## src/rtl/hbSeqPkg.sv

```systemverilog
package hbSeqPkg;

  typedef enum logic [1:0] {
    MODE_MUX  = 2'd0,
    MODE_SEP  = 2'd1,
    MODE_CONT = 2'd2,
    MODE_RSVD = 2'd3
  } subMode_t;

  typedef enum logic [2:0] {
    ST_IDLE,
    ST_SETUP,
    ST_STROBE,
    ST_HOLD,
    ST_CHAIN,
    ST_LINGER,
    ST_CLOSE
  } hbState_t;

  typedef struct packed {
    logic latchReq;
    logic captureRd;
    logic phaseAddr;
    logic driveWr;
    logic sepAddr;
  } hbStrobe_t;

endpackage

```

## src/rtl/hbSeqCtrl.sv

```systemverilog
module hbSeqCtrl
  import hbSeqPkg::*;
#(
  parameter int WS_W = 2
) (
  input  logic            clk,
  input  logic            rstN,
  input  logic            reqValid,
  input  logic            reqWrite,
  input  logic [1:0]      cfgGlobalMode,
  input  logic [1:0]      cfgCsMode,
  input  logic            cfgCsOverride,
  input  logic [WS_W-1:0] cfgWrWait,
  input  logic            cfgWrTrim,
  input  logic            cfgBurst,
  output logic            reqReady,
  output logic            pinAle,
  output logic            pinWr,
  output logic            pinRd,
  output logic            pinCs,
  output hbStrobe_t       strb
);

  localparam int CNT_W = WS_W + 1;

  hbState_t           stQ;
  subMode_t           modeQ;
  logic               wrQ;
  logic [CNT_W-1:0]   cntQ;
  logic [CNT_W-1:0]   widthM1Q;

  subMode_t           effMode;
  logic               burstEff;
  logic [CNT_W-1:0]   newWidthM1;
  logic               accept;
  logic               chainGo;
  logic               lastBeat;
  logic               isMux;

  // Resolve sub-mode; reserved code folds onto multiplexed.
  always_comb begin
    effMode = cfgCsOverride ? subMode_t'(cfgCsMode) : subMode_t'(cfgGlobalMode);
    if (effMode == MODE_RSVD) effMode = MODE_MUX;
    burstEff = cfgBurst && (effMode == MODE_MUX);
    if (reqWrite && cfgCsOverride && !burstEff)
      newWidthM1 = {cfgWrWait, 1'b1} - CNT_W'(cfgWrTrim);
    else
      newWidthM1 = CNT_W'(1);
  end

  assign accept   = (stQ == ST_IDLE) && reqValid;
  assign chainGo  = (stQ == ST_LINGER) && reqValid && !reqWrite;
  assign lastBeat = (stQ == ST_STROBE) && (cntQ == '0);
  assign isMux    = (modeQ == MODE_MUX);

  always_ff @(posedge clk or negedge rstN) begin
    if (!rstN) begin
      stQ      <= ST_IDLE;
      modeQ    <= MODE_MUX;
      wrQ      <= 1'b0;
      cntQ     <= '0;
      widthM1Q <= '0;
    end else begin
      unique case (stQ)
        ST_IDLE: if (accept) begin
          stQ      <= ST_SETUP;
          modeQ    <= effMode;
          wrQ      <= reqWrite;
          widthM1Q <= newWidthM1;
        end
        ST_SETUP: begin
          stQ  <= ST_STROBE;
          cntQ <= widthM1Q;
        end
        ST_STROBE: begin
          if (cntQ == '0)
            stQ <= (!wrQ && modeQ == MODE_CONT) ? ST_CHAIN : ST_HOLD;
          else
            cntQ <= cntQ - CNT_W'(1);
        end
        ST_CHAIN:  stQ <= ST_LINGER;
        ST_LINGER: begin
          if (chainGo) begin
            stQ  <= ST_STROBE;
            cntQ <= CNT_W'(1);
          end else begin
            stQ <= ST_CLOSE;
          end
        end
        ST_HOLD:   stQ <= ST_IDLE;
        ST_CLOSE:  stQ <= ST_IDLE;
        default:   stQ <= ST_IDLE;
      endcase
    end
  end

  always_comb begin
    pinCs    = (stQ != ST_IDLE);
    pinAle   = (stQ == ST_SETUP) && isMux;
    pinWr    = (stQ == ST_STROBE) && wrQ;
    pinRd    = ((stQ == ST_STROBE) && !wrQ) || (stQ == ST_CHAIN) || (stQ == ST_LINGER);
    reqReady = (stQ == ST_HOLD) || (stQ == ST_CHAIN);

    strb.latchReq  = accept || chainGo;
    strb.captureRd = lastBeat && !wrQ;
    strb.phaseAddr = (stQ == ST_SETUP) && isMux;
    strb.driveWr   = wrQ && ((stQ == ST_STROBE) || ((stQ == ST_SETUP) && !isMux));
    strb.sepAddr   = pinCs && !isMux;
  end

  // ready never lasts two clocks
  assert_ready_pulse_R9: assert property (@(posedge clk) disable iff (!rstN)
    reqReady |=> !reqReady);

  // no strobe in the first chip-select clock
  assert_cs_lead_R10: assert property (@(posedge clk) disable iff (!rstN)
    $rose(pinCs) |-> (!pinWr && !pinRd));

  // no strobe in the last chip-select clock
  assert_cs_trail_R10: assert property (@(posedge clk) disable iff (!rstN)
    $fell(pinCs) |-> $past(!pinWr && !pinRd));

  // a completed cycle with the read strobe low leaves an idle clock
  assert_idle_gap_R11: assert property (@(posedge clk) disable iff (!rstN)
    (reqReady && !pinRd) |=> !pinCs);

  // address-latch pulse is alone and lasts one clock
  assert_ale_single_R6: assert property (@(posedge clk) disable iff (!rstN)
    pinAle |-> (pinCs && !pinWr && !pinRd) ##1 !pinAle);

endmodule

```

## src/rtl/hbSeqData.sv

```systemverilog
module hbSeqData
  import hbSeqPkg::*;
#(
  parameter int AW = 16,
  parameter int DW = 16
) (
  input  logic          clk,
  input  logic          rstN,
  input  hbStrobe_t     strb,
  input  logic [AW-1:0] reqAddr,
  input  logic [DW-1:0] reqWdata,
  input  logic [DW-1:0] busIn,
  output logic [DW-1:0] busOut,
  output logic          busOe,
  output logic [AW-1:0] pinAddr,
  output logic [DW-1:0] rspData
);

  logic [AW-1:0] addrQ;
  logic [DW-1:0] wdQ;
  logic [DW-1:0] rdQ;

  always_ff @(posedge clk or negedge rstN) begin
    if (!rstN) begin
      addrQ <= '0;
      wdQ   <= '0;
      rdQ   <= '0;
    end else begin
      if (strb.latchReq) begin
        addrQ <= reqAddr;
        wdQ   <= reqWdata;
      end
      if (strb.captureRd) rdQ <= busIn;
    end
  end

  always_comb begin
    busOe   = strb.phaseAddr || strb.driveWr;
    busOut  = strb.phaseAddr ? DW'(addrQ) : wdQ;
    pinAddr = strb.sepAddr ? addrQ : '0;
    rspData = rdQ;
  end

  // bus is released while read data is captured
  assert_bus_free_on_read_R8: assert property (@(posedge clk) disable iff (!rstN)
    strb.captureRd |-> !busOe);

  // address phase never overlaps data drive
  assert_phase_excl_R6: assert property (@(posedge clk) disable iff (!rstN)
    !(strb.phaseAddr && strb.driveWr));

endmodule

```

## src/rtl/hbCycleSeq.sv

```systemverilog
module hbCycleSeq
  import hbSeqPkg::*;
#(
  parameter int AW   = 16,
  parameter int DW   = 16,
  parameter int WS_W = 2
) (
  input  logic            clk,
  input  logic            rstN,
  input  logic            reqValid,
  output logic            reqReady,
  input  logic            reqWrite,
  input  logic [AW-1:0]   reqAddr,
  input  logic [DW-1:0]   reqWdata,
  output logic [DW-1:0]   rspData,
  input  logic [1:0]      cfgGlobalMode,
  input  logic [1:0]      cfgCsMode,
  input  logic            cfgCsOverride,
  input  logic [WS_W-1:0] cfgWrWait,
  input  logic            cfgWrTrim,
  input  logic            cfgBurst,
  input  logic [DW-1:0]   busIn,
  output logic [DW-1:0]   busOut,
  output logic            busOe,
  output logic [AW-1:0]   pinAddr,
  output logic            pinAle,
  output logic            pinWr,
  output logic            pinRd,
  output logic            pinCs
);

  hbStrobe_t strb;

  hbSeqCtrl #(.WS_W(WS_W)) ctrl_i (
    .clk(clk), .rstN(rstN), .reqValid(reqValid), .reqWrite(reqWrite),
    .cfgGlobalMode(cfgGlobalMode), .cfgCsMode(cfgCsMode),
    .cfgCsOverride(cfgCsOverride), .cfgWrWait(cfgWrWait),
    .cfgWrTrim(cfgWrTrim), .cfgBurst(cfgBurst),
    .reqReady(reqReady), .pinAle(pinAle), .pinWr(pinWr),
    .pinRd(pinRd), .pinCs(pinCs), .strb(strb)
  );

  hbSeqData #(.AW(AW), .DW(DW)) data_i (
    .clk(clk), .rstN(rstN), .strb(strb), .reqAddr(reqAddr),
    .reqWdata(reqWdata), .busIn(busIn), .busOut(busOut), .busOe(busOe),
    .pinAddr(pinAddr), .rspData(rspData)
  );

endmodule

```

## config.mk

```make
export PLATFORM = sky130hd
export DESIGN_NAME = hbCycleSeq
export DESIGN_NICKNAME = d
export VERILOG_FILES = /design/src/rtl/hbSeqPkg.sv /design/src/rtl/hbSeqCtrl.sv /design/src/rtl/hbSeqData.sv /design/src/rtl/hbCycleSeq.sv
export SDC_FILE = /design/constraint.sdc
export NUM_CORES = 1
export LEC_CHECK = 0
export CELL_PAD_IN_SITES_DETAIL_PLACEMENT = 1
export CELL_PAD_IN_SITES_GLOBAL_PLACEMENT = 2
export CORE_UTILIZATION = 29
export DETAILED_ROUTE_END_ITERATION = 12
export GPL_TIMING_DRIVEN = 0
export PLACE_DENSITY = 0.79
export SYNTH_ARGS = -nofsm -noshare
export SYNTH_HDL_FRONTEND = slang
export SYNTH_HIERARCHICAL = 1
export SYNTH_SLANG_ARGS = --single-unit
```

## constraint.sdc

```tcl
create_clock -name clk -period 2.6 [get_ports clk]
set_input_delay 0.52 -clock clk [delete_from_list [all_inputs] [get_ports clk]]
set_output_delay 0.52 -clock clk [all_outputs]
set_load 0.03 [all_outputs]
```

; Word level (Yosys, flattened, before mapping)
; Cells that the tools add are included.
; W data, S select, Z words.
[word_totals]
register_bits = 60
in_bits = 61
out_inout_bits = 54
word_cells = 68
[classes]
addsub = 2
eq_ne = 11
muxes = 13
n_reduce_logical = 34
[ops]
columns = cell, n
row1 = $mux W16, 2
row2 = $mux W3, 7
row3 = $logic_and A1 B1 Y1, 15
row4 = $pmux W3 S5, 1
row5 = $pmux W3 S3, 1
row6 = $eq A3 B2 Y1 const B, 2
row7 = $eq A3 B3 Y1 const B, 2
row8 = $logic_not A3 Y1, 2
row9 = $logic_or A1 B1 Y1, 6
row10 = $reduce_bool A3 Y1, 2
row11 = $eq A2 B2 Y1 const B, 2
row12 = $logic_not A1 Y1, 4
row13 = $logic_not A2 Y1, 2
row14 = $mux W2, 2
row15 = $ne A2 B1 Y1 const B, 2
row16 = $ne A2 B2 Y1 const B, 2
row17 = $reduce_and A2 Y1, 2
row18 = $eq A3 B1 Y1 const B, 1
row19 = $reduce_and A3 Y1, 1
row20 = $sub A3 B1 Y3, 1
row21 = $sub A3 B1 Y3 const B, 1

; Depth between registers and ports, before layout
[logic_depth]
depth_word = 8
ltp_mapped = 8
mapped_depth_nobuf = 5

; Hierarchy
; The synthesis kept the hierarchy.
[by_module_without_submodules]
columns = mod, n_inst, cells_per_inst, area_each_um2, seq_area_each_um2
row1 = hbSeqData, 1, 138, 2349.8, 1201.2
row2 = hbSeqCtrl, 1, 93, 833.3, 300.3

; Least setup slack after synthesis
; Ideal clock, no wire load.
[synth_path]
path_type = register to output
start = reg ctrl_i.stQ[2]
end = out busOut[10]
arrival_ps = 2521
required_time_ps = 2080
setup_slack_ps = -441
stages_incl_launch_ff = 7
n_path_buf = 4
path_cell_list = dfrtp_1 buf_2 nor4_1 buf_4 buf_6 buf_12 mux2_4
[synth_via]
elab_chain_len = 3
[synth_lines]
columns = item, line
row1 = start: declaration, hbSeqCtrl.sv:26  ; hbState_t stQ;
row2 = start signal: assignment, hbSeqCtrl.sv:77  ; stQ <= (!wrQ && modeQ == MODE_CONT) ? ST_CHAIN : ST_HOLD;
row3 = $eq A3 B1 Y1, --
row4 = $logic_and A1 B1 Y1, --
row5 = named net pinAle, hbCycleSeq.sv:26  ; output logic pinAle,
row6 = $mux W16, hbSeqData.sv:39  ; busOut = strb.phaseAddr ? DW'(addrQ) : wdQ;
row7 = end: declaration, hbCycleSeq.sv:23  ; output logic [DW-1:0] busOut,
; The timed path passes the listed nets, and every way through them passes these cells.

==> flow_metrics.tcl <==
set metrics [dict create \
    cpPeakStageDelay_ns 0.41 \
    antenna_left 0 \
    cts_root_buf "clkbuf_8" \
    use_met1_pct 19.26 \
    drive_above_1_share_pct 39.47 \
    ios 115 \
    viasPerCell 4.479 \
    setup_viol 0 \
    clk_pin_slew_ns 0.07 \
    syn2layout_area_growth_pct 50.98 \
    setup.worst_path.class "register to output port" \
    synth_cells 231 \
    hold_buffers 0 \
    period_minus_slack_ns 2.536 \
    clock_path_buffers 2 \
    diodes 0 \
    p_leak_nw 2.246 \
    max_freq_mhz 394.3 \
    yosysSeqAreaShare_pct 47.17 \
    grt_usage_pct 14.48 \
    die_h_um 106.8 \
    fillCellCount 1122 \
    grt_use_met2_pct 22.95 \
    min_path_type "input pin to async pin" \
    dr.pass1.iters 3 \
    port_buffers 114 \
    max_slew_margin_pct 46.12 \
    grt_pass1_wl_um 12600 \
    start_kind "register" \
    layout_commonest_cell "clkdlybuf4s50_1" \
    worst-endpoint-required_ns 2.08 \
    critPathMostFrequentCell "buf_6" \
    utilization_pct 45.93 \
    worst_slew_pin_slew_ns 0.8081 \
    rows 37 \
    status "completed" \
    yosys_warnings 6 \
    initial_core_util_pct 30.42 \
    dp_cells 481 \
    fin_worst_skew_ns 0.008575 \
    vdd_drop_max_mv 0.4609 \
    grt_use_met3_pct 4.012 \
    grt_max_degree 61 \
    power.density_nw_per_um2 1329 \
    r2r_start "ctrl_i/stQ[1]" \
    cts_max_level 3 \
    cap_violations 0 \
    crit_start "ctrl_i/stQ[2]" \
    grt_pass1_vias 2440 \
    cp_cell_sequence "buf_6 > nor4_4 > buf_6 > buf_12 > buf_16 > mux2_4 > buf_6" \
    final_nets 435 \
    drv_slew 0 \
    ys_seq_elements 60 \
    syn_area_um2 3183 \
    crit_path_end_kind "output port" \
    finalHoldViolCount 0 \
    final_cell_count_no_fill 511 \
    fp.dieArea_um2 11400 \
    finalHoldWorstSlack_ns 0.2536 \
    final_cell_mix "clkdlybuf4s50_1 (76), dfrtp_1 (60), mux2_4 (49)" \
    busiest_layer "met2" \
    grt-ovfl-total 0 \
    num_vias 2289 \
    synth_nets 296 \
    drt-initial-drc-count 71 \
    critPathSlowestCell "dfrtp_1" \
    antenna_found_initial 0 \
    routed_wirelength_um 8124 \
    hpwl_um 5715 \
    timing.critical_path.arrival_ns 2.02 \
    clock_latency_ns 0.33 \
    synth_cell_types 38 \
    cts_tree "yes" \
    die_width_um 106.8 \
    cp_max_fo 7 \
    power_mw 6.389 \
    grt_setup_unrepaired "true" \
    min_period_over_period_pct 97.53 \
    drcViolationCount 0 \
    post_drt_wl_per_cell_um 15.90 \
    avgSynthCellArea_um2 13.78 \
    cts_buffers 9 \
    clkSinkCount 60 \
    place_congestion 0.7118 \
    core-area_um2 10460 \
]
[sequential cells by signal (all words and copies together), names as in the netlist]
register	count
ctrl_i/cntQ	3
data_i/wdQ	16
ctrl_i/wrQ	1
ctrl_i/widthM1Q	3
data_i/addrQ	16
data_i/rspData	16
ctrl_i/stQ	3
ctrl_i/modeQ	2
[final timing paths]
kind / slack [ns] / end / depth (start not counted)
max in group asynchronous: 1.78 / ctrl_i/stQ[0] / 1
min in group clk: 0.51 / data_i/rspData[15] / 1
worst min-delay path: 0.25 / ctrl_i/cntQ[1] / 1
worst max register to register: 0.67 / data_i/addrQ[5] / 7
worst min register to register: 0.51 / data_i/rspData[15] / 1
worst max-delay path: 0.06 / busOut[11] / 7
[worst max-delay path, delay by kind of cell (launching register included)]
family                 cells  cell delay, ns
DFF                        1            0.41
and+or+nand+nor            1            0.30
buffers and inverters      5            0.69
muxes                      1            0.30
[what timing repair did]
item                                    CTS  global route
resized for setup                       173             8
endpoints found under the setup margin   34            33
pin swaps                                 1             1
buffers inserted                          6             9
hold endpoints to repair                  0             0
cloned                                    1             0
[layer usage]
| layer | share of wire [%] | up-vias | wire [um] |
|---|---|---|---|
| met5 | 0 | - | 0 |
| met4 | 1.6 | 0 | 126 |
| met3 | 5.4 | 10 | 436 |
| met2 | 46 | 79 | 3768 |
| met1 | 47 | 1116 | 3793 |
| li1 | - | 1084 | - |
[cell usage after synthesis (all sizes together)]
master | number | area (um^2)
a2bb2oi | 1 | 15.01
nor3 | 2 | 10.01
nand3b | 1 | 20.02
o221ai | 1 | 8.760
o21ai | 7 | 35.03
nor3b | 2 | 15.01
or2 | 1 | 6.260
a211oi | 1 | 12.51
clkbuf | 1 | 3.750
nor4 | 2 | 18.77
nor2b | 1 | 6.260
and3 | 1 | 6.260
a311o | 2 | 20.02
nand2 | 13 | 51.30
mux2i | 4 | 40.04
inv | 8 | 30.03
a22o | 2 | 17.52
buf | 14 | 172.7
mux2 | 65 | 915.9
dfrtp | 60 | 1501
and3b | 1 | 8.760
nand2b | 2 | 12.51
o21a | 2 | 15.01
o22ai | 1 | 6.260
ha | 4 | 50.05
a21oi | 5 | 25.02
a31oi | 3 | 18.77
and2 | 17 | 106.4
nor2 | 7 | 33.78
[logic make-up (layout without fill, tap and decap cells)]
logic type      count (synthesis)  count (layout)  share of synthesized area [%]
compound gates                 25              25                          5.464
fa+ha+maj                       4               4                          1.572
buf+inv                        23             167                          6.486
mux                            69              69                          30.03
flops                          60              60                          47.17
simple gates                   50              50                          9.277
[metrics by stage]
step	TNS (ns)	worst slack (ns)	instance area, um^2
after CTS	-0.3459	-0.05542	4730
after detailed placement	-5.612	-0.2716	4507
after floorplan	0	0.1748	3198
after global placement	-72.18	-1.113	4509
final	0	0.06415	4806
after global routing	-0.1344	-0.03605	4806
[final cells by class]
type | count | area, um^2 | share of cell area, %
multi-input cells | 148 | 1505 | 31.32
flip-flops and latches | 60 | 1501 | 31.24
repair buffers | 130 | 1222 | 25.44
plain buffers | 13 | 171.4 | 3.567
well taps | 136 | 170.2 | 3.541
clock buffers | 12 | 155.1 | 3.228
clock inverters | 4 | 47.55 | 0.9893
inverters | 8 | 32.53 | 0.6769
[power breakdown]
part,switching [mW],internal (mW)
logic,1.88,1.97
clock network,0.369,0.492
registers,0.293,1.39
total,2.54,3.85
(Power assumes the default switching activity.)
